--- config.mk ---
export PLATFORM = sky130hd
export DESIGN_NAME = ext_irq_sense
export DESIGN_NICKNAME = d
export VERILOG_FILES = /design/src/rtl/ext_irq_pkg.sv /design/src/rtl/eis_sync.sv /design/src/rtl/eis_line.sv /design/src/rtl/ext_irq_sense.sv
export SDC_FILE = /design/constraint.sdc
export NUM_CORES = 1
export LEC_CHECK = 0
export ABC_AREA = 1
export BUFFER_PORTS_ARGS = -buffer_cell sky130_fd_sc_hd__clkbuf_2
export CORE_MARGIN = 1
export CORE_UTILIZATION = 25
export DETAILED_ROUTE_END_ITERATION = 16
export PLACE_DENSITY = 0.44
export SLEW_MARGIN = 20
export SYNTH_ARGS = -nofsm -noshare
export SYNTH_HDL_FRONTEND = slang
export SYNTH_SLANG_ARGS = --single-unit
--- constraint.sdc ---
create_clock -name clk -period 2.3 [get_ports clk]
set_clock_uncertainty 0.15 [all_clocks]
set_input_delay 0.46 -clock clk [delete_from_list [all_inputs] [get_ports clk]]
set_output_delay 0.46 -clock clk [all_outputs]
set_load 0.02 [all_outputs]
--- src/rtl/ext_irq_pkg.sv ---
package ext_irq_pkg;
  localparam int REG_W       = 16;
  localparam int N_IRQ       = 8;
  localparam int NMI_LVL_BIT = 15;
  localparam int NMI_POL_BIT = 8;
  localparam int RSV_HI      = 14;
  localparam int RSV_LO      = 9;

  typedef enum logic {
    LOC_CTRL = 1'b0,
    LOC_STAT = 1'b1
  } reg_loc_e;
endpackage

--- src/rtl/eis_sync.sv ---
module eis_sync #(
  parameter int W      = 9,
  parameter int STAGES = 2
) (
  input  logic         clk,
  input  logic         rst_n,
  input  logic [W-1:0] async_in,
  output logic [W-1:0] sync_out
);
  logic [W-1:0] stage_q [STAGES];

  generate
    for (genvar s = 0; s < STAGES; s++) begin : g_stage
      logic [W-1:0] stage_d;
      if (s == 0) begin : g_first
        assign stage_d = async_in;
      end else begin : g_rest
        assign stage_d = stage_q[s-1];
      end
      always_ff @(posedge clk or negedge rst_n) begin
        if (!rst_n) stage_q[s] <= '1;
        else        stage_q[s] <= stage_d;
      end
    end
  endgenerate

  assign sync_out = stage_q[STAGES-1];
endmodule

--- src/rtl/eis_line.sv ---
module eis_line #(
  parameter bit LEVEL_OK = 1'b1
) (
  input  logic clk,
  input  logic rst_n,
  input  logic pin_s,
  input  logic edge_mode,
  input  logic rise_sel,
  input  logic clr,
  input  logic mode_chg,
  output logic req
);
  logic prev_q;
  logic flag_q, flag_d, flag_en;
  logic fall_det, rise_det, hit, set;

  // edge history
  always_ff @(posedge clk or negedge rst_n) begin
    if (!rst_n) prev_q <= 1'b1;
    else        prev_q <= pin_s;
  end

  always_comb begin
    fall_det = prev_q & ~pin_s;
    rise_det = ~prev_q & pin_s;
    hit      = rise_sel ? rise_det : fall_det;
    set      = edge_mode & hit & ~mode_chg;
    flag_en  = set | clr;
    flag_d   = set | (flag_q & ~clr);
  end

  always_ff @(posedge clk or negedge rst_n) begin
    if (!rst_n)       flag_q <= 1'b0;
    else if (flag_en) flag_q <= flag_d;
  end

  generate
    if (LEVEL_OK) begin : g_lvl
      assign req = edge_mode ? flag_q : ~pin_s;
    end else begin : g_edge_only
      assign req = flag_q;
    end
  endgenerate

  p_hold_r8: assert property (@(posedge clk) disable iff (!rst_n)
    flag_q && !clr |=> flag_q);
  p_no_spont_r8: assert property (@(posedge clk) disable iff (!rst_n)
    !flag_q && !(edge_mode && hit) |=> !flag_q);
  p_set_wins_r9: assert property (@(posedge clk) disable iff (!rst_n)
    edge_mode && hit && clr && !mode_chg |=> flag_q);
  p_modechg_r10: assert property (@(posedge clk) disable iff (!rst_n)
    mode_chg |=> !flag_q);
endmodule

--- src/rtl/ext_irq_sense.sv ---
module ext_irq_sense
  import ext_irq_pkg::*;
#(
  parameter int SYNC_STAGES = 2
) (
  input  logic             clk,
  input  logic             rst_n,
  input  logic             bus_sel,
  input  logic             bus_we,
  input  logic             bus_addr,
  input  logic [REG_W-1:0] bus_wdata,
  output logic [REG_W-1:0] bus_rdata,
  input  logic             nmi_pin,
  input  logic [N_IRQ-1:0] irq_pin,
  output logic             nmi_req,
  output logic [N_IRQ-1:0] irq_req
);
  // reset: asserted asynchronously, released on the clock
  logic [1:0] rst_pipe_q;
  logic       rst_core_n;
  always_ff @(posedge clk or negedge rst_n) begin
    if (!rst_n) rst_pipe_q <= 2'b00;
    else        rst_pipe_q <= {rst_pipe_q[0], 1'b1};
  end
  assign rst_core_n = rst_pipe_q[1];

  // pin synchronizers, bit N_IRQ carries the non-maskable pin
  logic [N_IRQ:0] pins_s;
  eis_sync #(.W(N_IRQ + 1), .STAGES(SYNC_STAGES)) u_sync (
    .clk      (clk),
    .rst_n    (rst_core_n),
    .async_in ({nmi_pin, irq_pin}),
    .sync_out (pins_s)
  );

  // control register
  logic             pol_q, pol_d;
  logic [N_IRQ-1:0] mode_q, mode_d;
  logic             wr_ctrl, wr_stat;
  logic [N_IRQ-1:0] mode_chg, irq_clr;
  logic             nmi_clr;

  always_comb begin
    wr_ctrl = bus_sel & bus_we & (bus_addr == LOC_CTRL);
    wr_stat = bus_sel & bus_we & (bus_addr == LOC_STAT);
    pol_d   = bus_wdata[NMI_POL_BIT];
    nmi_clr = wr_stat & bus_wdata[NMI_POL_BIT];
    for (int i = 0; i < N_IRQ; i++) begin
      mode_d[i]   = bus_wdata[N_IRQ-1-i];
      mode_chg[i] = wr_ctrl & (mode_d[i] != mode_q[i]);
      irq_clr[i]  = wr_stat & bus_wdata[N_IRQ-1-i];
    end
  end

  always_ff @(posedge clk or negedge rst_core_n) begin
    if (!rst_core_n) begin
      pol_q  <= 1'b0;
      mode_q <= '0;
    end else if (wr_ctrl) begin
      pol_q  <= pol_d;
      mode_q <= mode_d;
    end
  end

  // detection per line
  eis_line #(.LEVEL_OK(1'b0)) u_nmi (
    .clk       (clk),
    .rst_n     (rst_core_n),
    .pin_s     (pins_s[N_IRQ]),
    .edge_mode (1'b1),
    .rise_sel  (pol_q),
    .clr       (nmi_clr),
    .mode_chg  (1'b0),
    .req       (nmi_req)
  );

  generate
    for (genvar i = 0; i < N_IRQ; i++) begin : g_irq
      eis_line #(.LEVEL_OK(1'b1)) u_line (
        .clk       (clk),
        .rst_n     (rst_core_n),
        .pin_s     (pins_s[i]),
        .edge_mode (mode_q[i]),
        .rise_sel  (1'b0),
        .clr       (irq_clr[i] | mode_chg[i]),
        .mode_chg  (mode_chg[i]),
        .req       (irq_req[i])
      );
    end
  endgenerate

  // same-cycle read
  always_comb begin
    bus_rdata = '0;
    if (bus_addr == LOC_CTRL) begin
      bus_rdata[NMI_LVL_BIT] = pins_s[N_IRQ];
      bus_rdata[NMI_POL_BIT] = pol_q;
      for (int i = 0; i < N_IRQ; i++) bus_rdata[N_IRQ-1-i] = mode_q[i];
    end else begin
      bus_rdata[NMI_POL_BIT] = nmi_req;
      for (int i = 0; i < N_IRQ; i++) bus_rdata[N_IRQ-1-i] = irq_req[i];
    end
  end

  p_resv_zero_r3: assert property (@(posedge clk) disable iff (!rst_core_n)
    bus_rdata[RSV_HI:RSV_LO] == '0);
  p_ctrl_hold_r2: assert property (@(posedge clk) disable iff (!rst_core_n)
    !wr_ctrl |=> $stable({pol_q, mode_q}));
  p_lvl_live_r2: assert property (@(posedge clk) disable iff (!rst_core_n)
    bus_addr == LOC_CTRL |-> bus_rdata[NMI_LVL_BIT] == pins_s[N_IRQ]);
  p_nmi_clear_r8: assert property (@(posedge clk) disable iff (!rst_core_n)
    nmi_req && !nmi_clr |=> nmi_req);
endmodule

* Word level (Yosys, flattened, before mapping)
Cells that the tools add are included.
Word-level totals: bits of input ports 30, flip-flop bits (word level) 47, logic and storage cells 151
Operators by class: bitwise logic cells 109, muxes and demuxes 11, equality and inequality tests 8
Operator list (count):
- AND 1 bit | 55
- NOT 1 bit | 28
- OR 1 bit | 26
- two-way mux 1 bit | 10
- two-way mux 9 bit | 1
- != test 1 bit | 8

* Logic depth before layout (Yosys ltp)
depth after elaboration 7, depth in mapped cells 5, depth with buffers taken out 5

* By module
A second synthesis with hierarchy kept.
Second synthesis, totals: cells, all modules 318, area total of the unflattened synthesis 2402.3 um2
Modules (own cells, without submodules):
- ext_irq_sense | sequential area each 275.3 um2, area an instance 929.6 um2, cells each 150, instances 1
- eis_line at g_irq[0].u_line ... | sequential area each 51.3 um2, area an instance 112.6 um2, cells each 17, instances 8
- eis_sync | sequential area each 473.0 um2, area an instance 473.0 um2, cells each 18, instances 1
- eis_line at u_nmi | sequential area each 51.3 um2, area an instance 98.8 um2, cells each 14, instances 1

* Worst setup path before layout
OpenSTA, ideal clock, no wires.
path kind input -> output, from input port bus_addr, to output port bus_rdata[5], required time 1.690 ns, slack 0.461 ns, data arrival time 1.229 ns, stages 3, cell sequence buf_4 > buf_6 > o21ai_0
Between the ends: word-level cells in the longest chain between the ends 1
Ends and longest elaborated chain:
- start, declared | RTL line ext_irq_sense.sv:10 | input logic bus_addr,
- two-way mux 9 bit | RTL line ext_irq_sense.sv:95 | if (bus_addr == LOC_CTRL) begin
- end, declared | RTL line ext_irq_sense.sv:12 | output logic [REG_W-1:0] bus_rdata,
No other way between the ends.

* Worst setup path after layout
from input port bus_addr, to output port bus_rdata[1]
The elaborated chain is that of the path after synthesis.

==> results.toml <==
[setup_path]
path_class = "in2out"
r2r_end = "u_sync.g_stage[1].stage_d[8]"
crit_cells = 4
worstPathCellList = "clkbuf_2, nand2_1, o21ai_1, clkbuf_2"
r2r-start = "rst_pipe_q[1]"
startpoint = "bus_addr"
critPathMaxFanout = 27
r2r_cells = 1
endpoint = "bus_rdata[1]"
cp.arrival_ps = 1320
crit_path_top_delay_cell = "clkbuf_2"
path_common_cell = "clkbuf_2"
worst_path_largest_cell_delay_ps = 460
timing.reg2reg.setup_slack_ps = 1160
crit_required_ps = 1690
timing.critical_path.buf_inv = 2
crit_family = "buffers and inverters"
endpoint_kind = "primary output"
critical_path.startpoint_type = "input port"

[yosys]
yosys.area_share.simple = 0.201
ys_types = 20
synth_xor_xnor_area_share = 0
seq_area_frac_synth = 0.576
synth.avg_cell_area_um2 = 9.51
synth_top_family_by_area = "simple AND/OR/NAND/NOR gates"
synthAdderAreaFrac = 0
synth_compound_area_frac = 0.103
ys_ff_latch = 47
synthCells = 221
synth_warnings = 0
synth_area_mm2 = 0.00210
synthMuxAreaShare = 0

[clocking]
numCtsBuffers = 5
cts_max_path_buffers = 2
cts_resized = 0
cts_root_buf = "clkbuf_8"
cts_tree = "done"
cts_sinks = 47
postCtsSetupBuffers = 0
clk_latency_ps = 290
path_clk_slew_ps = 90
cts_max_level = 2

[timing]
tns_ps = 0
max_freq_mhz = 517
min_period_over_period = 0.840
slew_viol_final = 0
rsz0062_at_grt = "false"
tightest_slew_ps = 686
hold_viol = 0
slew_headroom = 0.543
fin_crit_ps = 1930
setup_viol = 0

[finish]
fillers = 874
area_growth_pct = 16.6
final_cell_mix = "nand2_1 (66), clkbuf_2 (41), dfstp_2 (27)"
fin_area_mm2 = 0.00245
final_common_cell = "nand2_1"
final_nets = 287
drive_above_1_share = 0.372
n_antenna_cell = 0

[run]
cap_violations = 0

[detailed_routing]
drtIter0Drc = 70
viasPerCell = 4.00
ant_nets = 0
drt-pass1-iter-count = 4
drt_wl_total_um = 3900
drc = 0
dr_total_vias = 1452
avgRoutedWirePerCell_um = 10.7

[die]
die_width_um = 93.7
coreArea_mm2 = 0.00818
num_io_pins = 55
fp-row-count = 33
die_h_um = 93.7
initial_core_util = 0.257
die_area_mm2 = 0.00877

[global_routing]
grt_pass1_wl_um = 6330
antenna_found_initial = 0
grt_max_degree = 33
grt-ovfl-total = 0
grt_pass1_vias = 1341
track_usage = 0.0947

[placed_design]
place_area_mm2 = 0.00231
gp_congestion = 0.696
hpwl_um = 2710
port_buffers = 41

[min_path]
hold_path.class = "in2reg"

[pwr]
ir_drop_mv = 0.327
p_leak_nw = 1.17
powerDensity_mw_per_mm2 = 866

[status]
status = "complete, no violations"
-- cell usage after synthesis, drive strengths merged --
library cell | number | area [um2]
nand2 | 67 | 254
inv | 19 | 71.3
o21ai | 27 | 169
a21oi | 8 | 47.6
dfrtp | 20 | 500
nand4 | 8 | 50.1
nand3b | 1 | 20.0
nor2 | 18 | 82.6
dfstp | 27 | 709
conb | 2 | 7.51
buf | 21 | 174
nand3 | 3 | 15.0
-- per-stage QoR --
stage	cells	hold WS, ps	setup slack (ps)	power (W)	utilization
after floorplan	226	14.4	461	0.00135	-
after global placement	354	97.2	354	0.00143	0.282
after detailed placement	354	100	334	0.00143	0.282
after CTS	363	71.9	331	0.00216	0.300
after global routing	363	62.3	215	0.00225	0.300
final	363	84.7	367	0.00212	0.300
-- worst min-delay path by stage --
| stage | start | cells past startpoint | end |
|---|---|---|---|
| 3_5_place_dp | rst_n | 1 | rst_pipe_q[0] |
| 5_1_grt | nmi_pin | 1 | u_sync.g_stage[1].stage_d[8] |
| 4_1_cts | irq_pin[7] | 1 | u_sync.g_stage[1].stage_d[7] |
| 2_1_floorplan | rst_n | 0 | rst_pipe_q[0] |
| 6_report | irq_pin[7] | 1 | u_sync.g_stage[1].stage_d[7] |
| 3_3_place_gp | rst_n | 1 | rst_pipe_q[0] |
-- what timing repair did --
action / in CTS / in global routing
endpoints found under the setup margin: 0 / 0
hold buffers: 1 / 0
endpoints found under the hold margin: 2 / 0
-- cell families after synthesis --
| family | count (synthesis) |
|---|---|
| compound gates | 35 |
| buf+inv | 40 |
| flops | 47 |
| other cells | 2 |
| simple gates | 97 |
-- state kept, by name (all words and copies together) (netlist names) --
name	flops
u_nmi.prev_q	1
rst_pipe_q	2
g_irq.u_line.flag_q	8
g_irq.u_line.prev_q	8
u_sync.sync_out	9
pol_q	1
u_nmi.req	1
mode_q	8
u_sync.g_stage.stage_d	9
-- power by group --
group | internal, W | switching [W]
sequential | 0.000938 | 0.0000741
combinational | 0.000143 | 0.000256
clock | 0.000435 | 0.000275
total | 0.00151 | 0.000605
-- routing by layer --
metal / vias up / share of wire / global-route usage
li1: 741 / - / -
met1: 662 / 0.47 / 0.123
met2: 40 / 0.46 / 0.150
met3: 9 / 0.053 / 0.0267
met4: 0 / 0.018 / 0.0346
met5: - / 0 / 0
-- area by class of cell --
type,count,area [um2],share of cell area
Clock buffer,6,72.6,0.0296
Sequential cell,47,1210,0.495
Inverter,19,71.3,0.0291
Tap cell,105,131,0.0537
Multi-Input combinational cell,139,664,0.271
Clock inverter,2,60.1,0.0245
Timing Repair Buffer,45,238,0.0971
No activity file was read; power rests on OpenSTA's default activity.
